$ cat src/rtl/pinirq_pkg.sv
package pinirq_pkg;

  typedef enum logic [3:0] {
    TRIG_LVL_LO = 4'd0,
    TRIG_LVL_HI = 4'd1,
    TRIG_FALL   = 4'd2,
    TRIG_RISE   = 4'd3,
    TRIG_BOTH   = 4'd4
  } trig_mode_e;

  // Trigger decision for one pin given its mode, current and previous sample.
  function automatic logic trig_hit(logic [3:0] mode, logic cur, logic prev);
    logic hit;
    case (mode)
      TRIG_LVL_LO: hit = !cur;
      TRIG_LVL_HI: hit = cur;
      TRIG_FALL:   hit = prev & !cur;
      TRIG_RISE:   hit = !prev & cur;
      TRIG_BOTH:   hit = prev ^ cur;
      default:     hit = 1'b0;
    endcase
    return hit;
  endfunction

  // True when addr is an aligned word inside a bank of n words starting at base.
  function automatic logic in_bank(int unsigned addr, int unsigned base, int unsigned n);
    return (addr >= base) && (addr < base + 4 * n) && (addr[1:0] == 2'b00);
  endfunction

  // Word index of addr within the bank starting at base.
  function automatic int unsigned slot_of(int unsigned addr, int unsigned base);
    return (addr - base) >> 2;
  endfunction

endpackage

$ cat src/rtl/pinirq_decode.sv
module pinirq_decode
  import pinirq_pkg::*;
#(
  parameter int NUM_GROUPS = 21,
  parameter int ADDR_W     = 12,
  parameter int CFG_BASE   = 'h700,
  parameter int MSK_BASE   = 'h900,
  parameter int PND_BASE   = 'hA00,
  localparam int GIDX_W    = $clog2(NUM_GROUPS)
) (
  input  logic [ADDR_W-1:0] addr_i,
  output logic              cfg_sel_o,
  output logic              msk_sel_o,
  output logic              pnd_sel_o,
  output logic              hit_o,
  output logic [GIDX_W-1:0] grp_o
);
  int unsigned a;

  always_comb begin
    a         = 32'(addr_i);
    cfg_sel_o = in_bank(a, CFG_BASE, NUM_GROUPS);
    msk_sel_o = in_bank(a, MSK_BASE, NUM_GROUPS);
    pnd_sel_o = in_bank(a, PND_BASE, NUM_GROUPS);
    hit_o     = cfg_sel_o | msk_sel_o | pnd_sel_o;
    grp_o     = '0;
    if (cfg_sel_o)      grp_o = GIDX_W'(slot_of(a, CFG_BASE));
    else if (msk_sel_o) grp_o = GIDX_W'(slot_of(a, MSK_BASE));
    else if (pnd_sel_o) grp_o = GIDX_W'(slot_of(a, PND_BASE));
  end
endmodule

$ cat src/rtl/pinirq_group.sv
module pinirq_group
  import pinirq_pkg::*;
#(
  parameter int PINS   = 8,
  parameter int DATA_W = 32,
  localparam int CFG_W = PINS * 4
) (
  input  logic              clk,
  input  logic              rst_n,
  input  logic [PINS-1:0]   pin_i,
  input  logic              cfg_we_i,
  input  logic              msk_we_i,
  input  logic              pnd_we_i,
  input  logic [DATA_W-1:0] wdata_i,
  output logic [CFG_W-1:0]  cfg_o,
  output logic [PINS-1:0]   msk_o,
  output logic [PINS-1:0]   pnd_o,
  output logic [PINS-1:0]   set_o,
  output logic [PINS-1:0]   clr_o
);
  logic [PINS-1:0]  prev_q;
  logic [CFG_W-1:0] cfg_q;
  logic [PINS-1:0]  msk_q;
  logic [PINS-1:0]  pnd_q;

  // Per-pin trigger detection.
  for (genvar p = 0; p < PINS; p++) begin : g_pin
    assign set_o[p] = trig_hit(cfg_q[p*4 +: 4], pin_i[p], prev_q[p]);
  end

  // Write-one-to-clear strobes for this group.
  assign clr_o = pnd_we_i ? wdata_i[PINS-1:0] : '0;

  always_ff @(posedge clk or negedge rst_n) begin
    if (!rst_n) begin
      prev_q <= '0;
      cfg_q  <= '0;
      msk_q  <= '0;
      pnd_q  <= '0;
    end else begin
      prev_q <= pin_i;
      if (cfg_we_i) cfg_q <= wdata_i[CFG_W-1:0];
      if (msk_we_i) msk_q <= wdata_i[PINS-1:0];
      pnd_q <= (pnd_q & ~clr_o) | set_o;
    end
  end

  assign cfg_o = cfg_q;
  assign msk_o = msk_q;
  assign pnd_o = pnd_q;
endmodule

$ cat src/rtl/pin_irq_ctrl.sv
module pin_irq_ctrl
  import pinirq_pkg::*;
#(
  parameter int NUM_GROUPS     = 21,
  parameter int PINS_PER_GROUP = 8,
  parameter int ADDR_W         = 12,
  parameter int DATA_W         = 32,
  parameter int CFG_BASE       = 'h700,
  parameter int MSK_BASE       = 'h900,
  parameter int PND_BASE       = 'hA00,
  localparam int NPINS         = NUM_GROUPS * PINS_PER_GROUP,
  localparam int CFG_W         = PINS_PER_GROUP * 4,
  localparam int GIDX_W        = $clog2(NUM_GROUPS)
) (
  input  logic              clk,
  input  logic              rst_n,
  input  logic [NPINS-1:0]  pins_i,
  input  logic [ADDR_W-1:0] bus_addr_i,
  input  logic              bus_wr_i,
  input  logic [DATA_W-1:0] bus_wdata_i,
  output logic [DATA_W-1:0] bus_rdata_o,
  output logic              irq_o
);
  logic              cfg_sel, msk_sel, pnd_sel, dec_hit;
  logic [GIDX_W-1:0] grp;

  logic [NUM_GROUPS*CFG_W-1:0] cfg_flat;
  logic [NPINS-1:0]            msk_flat;
  logic [NPINS-1:0]            pnd_flat;
  logic [NPINS-1:0]            set_flat;
  logic [NPINS-1:0]            clr_flat;

  pinirq_decode #(
    .NUM_GROUPS(NUM_GROUPS), .ADDR_W(ADDR_W),
    .CFG_BASE(CFG_BASE), .MSK_BASE(MSK_BASE), .PND_BASE(PND_BASE)
  ) u_decode (
    .addr_i    (bus_addr_i),
    .cfg_sel_o (cfg_sel),
    .msk_sel_o (msk_sel),
    .pnd_sel_o (pnd_sel),
    .hit_o     (dec_hit),
    .grp_o     (grp)
  );

  for (genvar g = 0; g < NUM_GROUPS; g++) begin : g_grp
    logic sel_g;
    assign sel_g = bus_wr_i && (grp == GIDX_W'(g));
    pinirq_group #(.PINS(PINS_PER_GROUP), .DATA_W(DATA_W)) u_group (
      .clk      (clk),
      .rst_n    (rst_n),
      .pin_i    (pins_i[g*PINS_PER_GROUP +: PINS_PER_GROUP]),
      .cfg_we_i (sel_g && cfg_sel),
      .msk_we_i (sel_g && msk_sel),
      .pnd_we_i (sel_g && pnd_sel),
      .wdata_i  (bus_wdata_i),
      .cfg_o    (cfg_flat[g*CFG_W +: CFG_W]),
      .msk_o    (msk_flat[g*PINS_PER_GROUP +: PINS_PER_GROUP]),
      .pnd_o    (pnd_flat[g*PINS_PER_GROUP +: PINS_PER_GROUP]),
      .set_o    (set_flat[g*PINS_PER_GROUP +: PINS_PER_GROUP]),
      .clr_o    (clr_flat[g*PINS_PER_GROUP +: PINS_PER_GROUP])
    );
  end

  // Read mux: zero-extended register contents, zero when nothing decodes.
  always_comb begin
    bus_rdata_o = '0;
    if (cfg_sel)
      bus_rdata_o[CFG_W-1:0] = cfg_flat[grp*CFG_W +: CFG_W];
    else if (msk_sel)
      bus_rdata_o[PINS_PER_GROUP-1:0] = msk_flat[grp*PINS_PER_GROUP +: PINS_PER_GROUP];
    else if (pnd_sel)
      bus_rdata_o[PINS_PER_GROUP-1:0] = pnd_flat[grp*PINS_PER_GROUP +: PINS_PER_GROUP];
  end

  assign irq_o = |(pnd_flat & ~msk_flat);
endmodule

$ cat config.mk
export PLATFORM = sky130hd
export DESIGN_NAME = pin_irq_ctrl
export DESIGN_NICKNAME = d
export VERILOG_FILES = /design/src/rtl/pinirq_pkg.sv /design/src/rtl/pinirq_decode.sv /design/src/rtl/pinirq_group.sv /design/src/rtl/pin_irq_ctrl.sv
export SDC_FILE = /design/constraint.sdc
export NUM_CORES = 2
export LEC_CHECK = 0
export BUFFER_PORTS_ARGS = -buffer_cell sky130_fd_sc_hd__buf_2
export CORE_ASPECT_RATIO = 1.2
export CORE_MARGIN = 10
export CORE_UTILIZATION = 40
export DETAILED_ROUTE_END_ITERATION = 12
export HOLD_SLACK_MARGIN = 0.08
export PLACE_DENSITY = 0.6
export SYNTH_ARGS = -nofsm -noshare
export SYNTH_HDL_FRONTEND = slang
export SYNTH_SLANG_ARGS = --single-unit
$ cat constraint.sdc
create_clock -name clk -period 4.1 [get_ports clk]
set_clock_uncertainty 0.05 [all_clocks]
set_input_delay 0.205 -clock clk [delete_from_list [all_inputs] [get_ports clk]]
set_output_delay 0.205 -clock clk [all_outputs]
set_load 0.02 [all_outputs]
-- Word-level counts from Yosys, hierarchy flattened
Cells that the tools add are included.
- input port bits: 215
- logic and storage cells: 2150
- register bits: 1176
- add/sub/neg operators: 3
- bitwise logic cells: 569
- reductions and logical operators: 597
- mux-type cells: 196
- shifts and indexed selects: 3
- order comparisons: 6
- equality and inequality tests: 692
- operator list (cell ; count):
    == test 4 x 2 -> 1 bit, second input constant ; 336
    case mux 1 bit (5 select lines) ; 168
    == test 4 x 1 -> 1 bit, second input constant ; 168
    == test 4 x 3 -> 1 bit, second input constant ; 168
    logical NOT 4 bit ; 168
    indexed part select 672 x 11 -> 32 bit ; 1
    AND 1 bit ; 336
    logical NOT 1 bit ; 336
    indexed part select 168 x 9 -> 8 bit ; 2
    2-to-1 mux 8 bit ; 24
    AND 168 bit ; 1
    AND 8 bit ; 21
    NOT 168 bit ; 1
    NOT 8 bit ; 21
    bitwise OR 8 bit ; 21
    OR reduction 168 bit ; 1
    bitwise XOR 1 bit ; 168
    logical AND 1 bit ; 90
    == test 5 x 4 -> 1 bit, second input constant ; 8
    == test 5 bit, second input constant ; 5
    >= comparator 12 bit, second input constant ; 2
    < comparator 12 bit, second input constant ; 2
    2-to-1 mux 24 bit ; 1
    subtractor 7 x 1 -> 7 bit, second input constant ; 3
    other kinds (8) ; 14

-- Longest topological paths before layout
- depth in word-level cells: 13
- depth in mapped cells: 11
- mapped depth without buffers: 8

-- Modules after synthesis
From an unflattened synthesis, not the netlist that was laid out.
- cells, all modules: 5537
- area total of the unflattened synthesis: 67631.1 um^2
- modules (own cells, without submodules) (module ; area an instance (um^2) ; cells an instance ; times used ; sequential area each (um^2)):
    pinirq_group ; 2750.1 ; 217 ; 21 ; 1401.3
    pin_irq_ctrl ; 9741.8 ; 961 ; 1 ; 0.0
    pinirq_decode ; 136.4 ; 19 ; 1 ; 0.0

-- Worst setup path before layout
No wires, ideal clock.
- path kind: input -> output
- start: input bus_addr_i[6]
- end: output bus_rdata_o[1]
- slack: 0.954 ns
- data arrival time: 2.891 ns
- cell stages on the path: 11
- buffers on the path: 4
- required time: 3.845 ns
- path through: buf_6 > a2111oi_4 > o31ai_2 > nor2_1 > buf_4 > buf_2 > buf_2 > a222oi_1 > a21oi_1 > nor3_1 > o311ai_0
- word-level cells in the longest chain between the ends: 10
- elaborated cells on any way between the ends: 24
- RTL lines (item ; line ; text):
    start: declaration ; pin_irq_ctrl.sv:18 ; input logic [ADDR_W-1:0] bus_addr_i,
    >= comparator 12 bit or < comparator 12 bit (tied branches) ; pinirq_pkg.sv:27 ; return (addr >= base) && (addr < base + 4 * n) && (addr[1:0] == 2'b00);
    logical AND 1 bit (2 in series) ; pinirq_pkg.sv:27 ;
    2-to-1 mux 5 bit ; pinirq_decode.sv:29 ; else if (pnd_sel_o) grp_o = GIDX_W'(slot_of(a, PND_BASE));
    2-to-1 mux 5 bit ; pinirq_decode.sv:28 ; else if (msk_sel_o) grp_o = GIDX_W'(slot_of(a, MSK_BASE));
    2-to-1 mux 5 bit ; pinirq_decode.sv:27 ; if (cfg_sel_o) grp_o = GIDX_W'(slot_of(a, CFG_BASE));
    indexed part select 168 x 9 -> 8 bit ; pin_irq_ctrl.sv:72 ; bus_rdata_o[PINS_PER_GROUP-1:0] = pnd_flat[grp*PINS_PER_GROUP +: PINS_PER_GROUP];
    2-to-1 mux 8 bit ; pin_irq_ctrl.sv:71 ; else if (pnd_sel)
    2-to-1 mux 8 bit ; pin_irq_ctrl.sv:69 ; else if (msk_sel)
    2-to-1 mux 8 bit * ; pin_irq_ctrl.sv:67 ; if (cfg_sel)
    end: declaration ; pin_irq_ctrl.sv:21 ; output logic [DATA_W-1:0] bus_rdata_o,
Every way passes the cells marked *; elsewhere a longest branch is shown, timed or not.

-- Worst setup path in the final report
- start: register g_grp[1].u_group.pnd_q[4]
- end: output irq_o
- word-level cells in the longest chain between the ends: 2
- RTL lines (item ; line ; text):
    start: declaration ; pinirq_group.sv:24 ; logic [PINS-1:0] pnd_q;
    start signal: assignment ; pinirq_group.sv:44 ; pnd_q <= (pnd_q & ~clr_o) | set_o;
    AND 168 bit ; pin_irq_ctrl.sv:75 ; assign irq_o = |(pnd_flat & ~msk_flat);
    OR reduction 168 bit ; pin_irq_ctrl.sv:75 ;
    end: declaration ; pin_irq_ctrl.sv:22 ; output logic irq_o
Every way passes these cells.

==> impl_results.md <==
* Crit-path cells: inv_1 -> o22ai_1 -> nor4_1 -> and3_1 -> nand3_1 -> nor4_1 -> nand2_1 -> buf_2
* Top cell type by total area after synthesis: dfrtp_1
* Synth unique cells at 62
* CTS Buf Count at 135
* Final count of negative-setup-slack endpoints at 0
* Vias in the first global route at 52213
* Hold_sp: pins_i[23]
* Max Transition Viols Final at 0
* Routed WL per cell at 28.9 µm
* Final WL at 261 mm
* Mapped cell area at 62000 µm²
* Period utilization at 99.2%
* Cell mode on critical path: nor4_1
* Commonest non-fill, non-tap cell in the layout: dfrtp_1
* First-pass GRT wire length at 374 mm
* Slowest-stage cell, CP: nor4_1
* Relative slew margins at 33.0%
* Fraction of registers with async set/reset at 100%
* Clock Path Buffers at 3
* Number of synthesized flops with an enable pin at 0
* Combinational power share at 7.4%
* Row cnt at 158
* DR vias at 53137
* Setup crit start: g_grp[1].u_group.pnd_o[4]
* Layout Area Growth over Synthesis at 22.0%
* Post-synthesis sequential area ratio at 47.5%
* ANT nets after route at 0
* Fin area at 75700 µm²
* Top post-synthesis cells by area: dfrtp_1 47%, mux2_2 12%, ha_1 6.8%
* Status: completed
* Fraction of layout cells with a size suffix above 1 at 21.1%
* DR DRC count at 0
* Total grt overflow at 0
* Net Sw Power at 6.53 mW
* Fin Hold WS at 0.113 ns
* Sw Share at 25.0%
* Clock sinks at 1176
* Die height at 451 µm
* Worst Hold Class: in -> reg
* P_int at 19.6 mW
* Worst-path fanout max at 3
* Startpoint Class: flop
* DP Area at 67600 µm²
* Seq cells post-synth at 1176
* Worst Tran Pin Value at 1.00 ns
* DRT iter0 DRCs at 5422
* Critical R2R Launch: g_grp[12].u_group.prev_q[7]
* CP endpoint kind: primary output
* Max Fclk at 246 MHz
* Boundary Pins at 248
* YS warnings at 0
* Setup Fix Bufs, Post-CTS at 0
* Die width at 379 µm
* Fillers at 14117
* Initial antenna violation count at 21
* Syn_nets at 6709
* RSZ-0062 raised after global routing: no
* Crit-path max cell delay at 0.62 ns
* Tot Pwr at 26.2 mW
* Clk Latency, worst-skew pair at 0.81 ns
* Largest net degree at the start of global routing at 104
* Maximum VDD drop at 0.444 mV
* Die area at 171000 µm²
* Root buf cell: clkbuf_16
* Commonest cells after routing, fill and taps aside: 1176 x dfrtp_1, 654 x mux2_2, 539 x inv_1, 520 x nand2_1, 475 x o21ai_0
* Max Cap Viol at 0
* Vias per inst at 5.89
* Clk pwr share at 47.6%
* Port buffer count at 247
* PwrDens at 346 nW/µm²
* Worst EP arrival at 3.81 ns
* Fin. Hold Viols at 0
* Worst path required time at 3.85 ns
* Post-DP HPWL at 186 mm
* Tmin final at 4.07 ns
* Sequential Power Share at 45.1%
* Core area at 154000 µm²
* Leakage at 36.3 nW
* Nets@finish at 7395
* Initial core utilization at 40.2%
* Initial DRT Pass Iterations at 9
* Clk slew on worst S/H paths at 0.06 ns
* Crit Path Category: reg -> out
* Clock H-tree levels at 4
* GRT Resource Usage Total at 29.9%
* Top cell type's share of synthesized area at 47.5%
* Synthesized instance count at 6158
* Ys flop type: dfrtp_1
* Placer congestion estimate at 1.04
* Layout Utilization at 49.0%
* CTS tree: done
* Synthesized area per cell at 10.1 µm²
==> path summary, 6_finish.rpt <==
path	slack (ns)	endpoint	depth (start not counted)
setup / recovery	0.03	irq_o	8
min in group asynchronous	0.47	g_grp[13].u_group.pnd_o[7]	3
max in group asynchronous	2.53	g_grp[20].u_group.cfg_o[3]	4
hold / removal	0.11	g_grp[2].u_group.prev_q[7]	2
setup reg to reg	2.32	g_grp[12].u_group.pnd_o[7]	6
hold reg to reg	0.40	g_grp[10].u_group.pnd_o[4]	1
==> area by class of cell <==
class	count	area [µm²]	area share, %
flip-flops and latches	1176	29400	38.9
inverters	539	2020	2.67
diodes	3	7.51	0.00992
multi-input cells	4096	29300	38.8
clock buffers	196	3910	5.17
repair buffers	896	7840	10.4
well taps	2080	2600	3.44
clock inverters	42	526	0.694
==> per-layer routing <==
layer	track usage, %	vias to the layer above	part of all wire, %
met4	16.2	20	6.3
met2	48.2	2248	47
met1	37.9	26831	40
li1	-	23389	-
met3	5.51	649	7.2
met5	0	-	0.048
==> power groups by stage <==
stage                     logic [mW]  registers [mW]  clock network [mW]
after floorplan                0.746            12.0                   0
after global placement          1.58            12.0                   0
after detailed placement        1.63            12.0                   0
after CTS                       1.93            11.8                12.6
after global routing            2.14            11.8                13.0
final                           1.93            11.8                12.5
==> cells in the mapped netlist, types with 16 or more instances <==
cell / number
a211oi_1: 185
a21oi_1: 355
a221oi_1: 23
a222oi_1: 41
a22oi_1: 32
a31oi_1: 28
and2_1: 31
buf_1: 31
buf_2: 71
buf_4: 29
clkbuf_1: 212
dfrtp_1: 1176
ha_1: 336
inv_1: 539
mux2_2: 654
mux2i_1: 147
nand2_1: 525
nand4_1: 16
nor2_1: 443
nor3_1: 113
nor4_1: 16
o21ai_0: 475
o221ai_1: 18
o22ai_1: 406
o2bb2ai_1: 88
xor2_1: 26
==> worst max-delay path: cells and delay by family (launching register included) <==
family | cells | cell delay, ns
AO/OA/AOI/OAI | 1 | 0.31
buffers and inverters | 2 | 0.50
flip-flops | 1 | 0.43
AND/OR/NAND/NOR | 5 | 1.76
==> stage by stage <==
step / TNS [ns] / setup WS [ns] / std cells
after detailed placement: -0.433 / -0.161 / 8428
after CTS: 0 / 0.0647 / 9025
after global placement: -0.236 / -0.125 / 8428
after floorplan: 0 / 0.954 / 6158
final: 0 / 0.0332 / 9028
after global routing: 0 / 0.0643 / 9027
==> what timing repair did <==
action	4_1_cts	5_1_grt
hold buffers	359	0
pin swaps	0	0
gates resized for setup	2	4
hold endpoints to repair	1400	0
endpoints found under the setup margin	6	4
==> flip-flops by register name (all words and copies together), names as in the netlist <==
signal,count
g_grp.u_group.cfg_o,672
g_grp.u_group.msk_o,168
g_grp.u_group.pnd_o,168
g_grp.u_group.prev_q,168
==> cells by family (layout without fill, tap and decap cells) <==
| group | count (synthesis) | after routing | synth area share, % |
|---|---|---|---|
| AND/OR/NAND/NOR | 1216 | 1216 | 8.24 |
| AO/OA/AOI/OAI | 1702 | 1702 | 16.9 |
| other | 0 | 3 | 0 |
| buffers and inverters | 886 | 1673 | 5.73 |
| flip-flops | 1176 | 1176 | 47.5 |
| adder cells (fa/ha/maj) | 336 | 336 | 6.78 |
| multiplexers | 816 | 816 | 14.5 |
| XOR/XNOR | 26 | 26 | 0.367 |
Note: power is estimated with default switching activity, not from simulation.
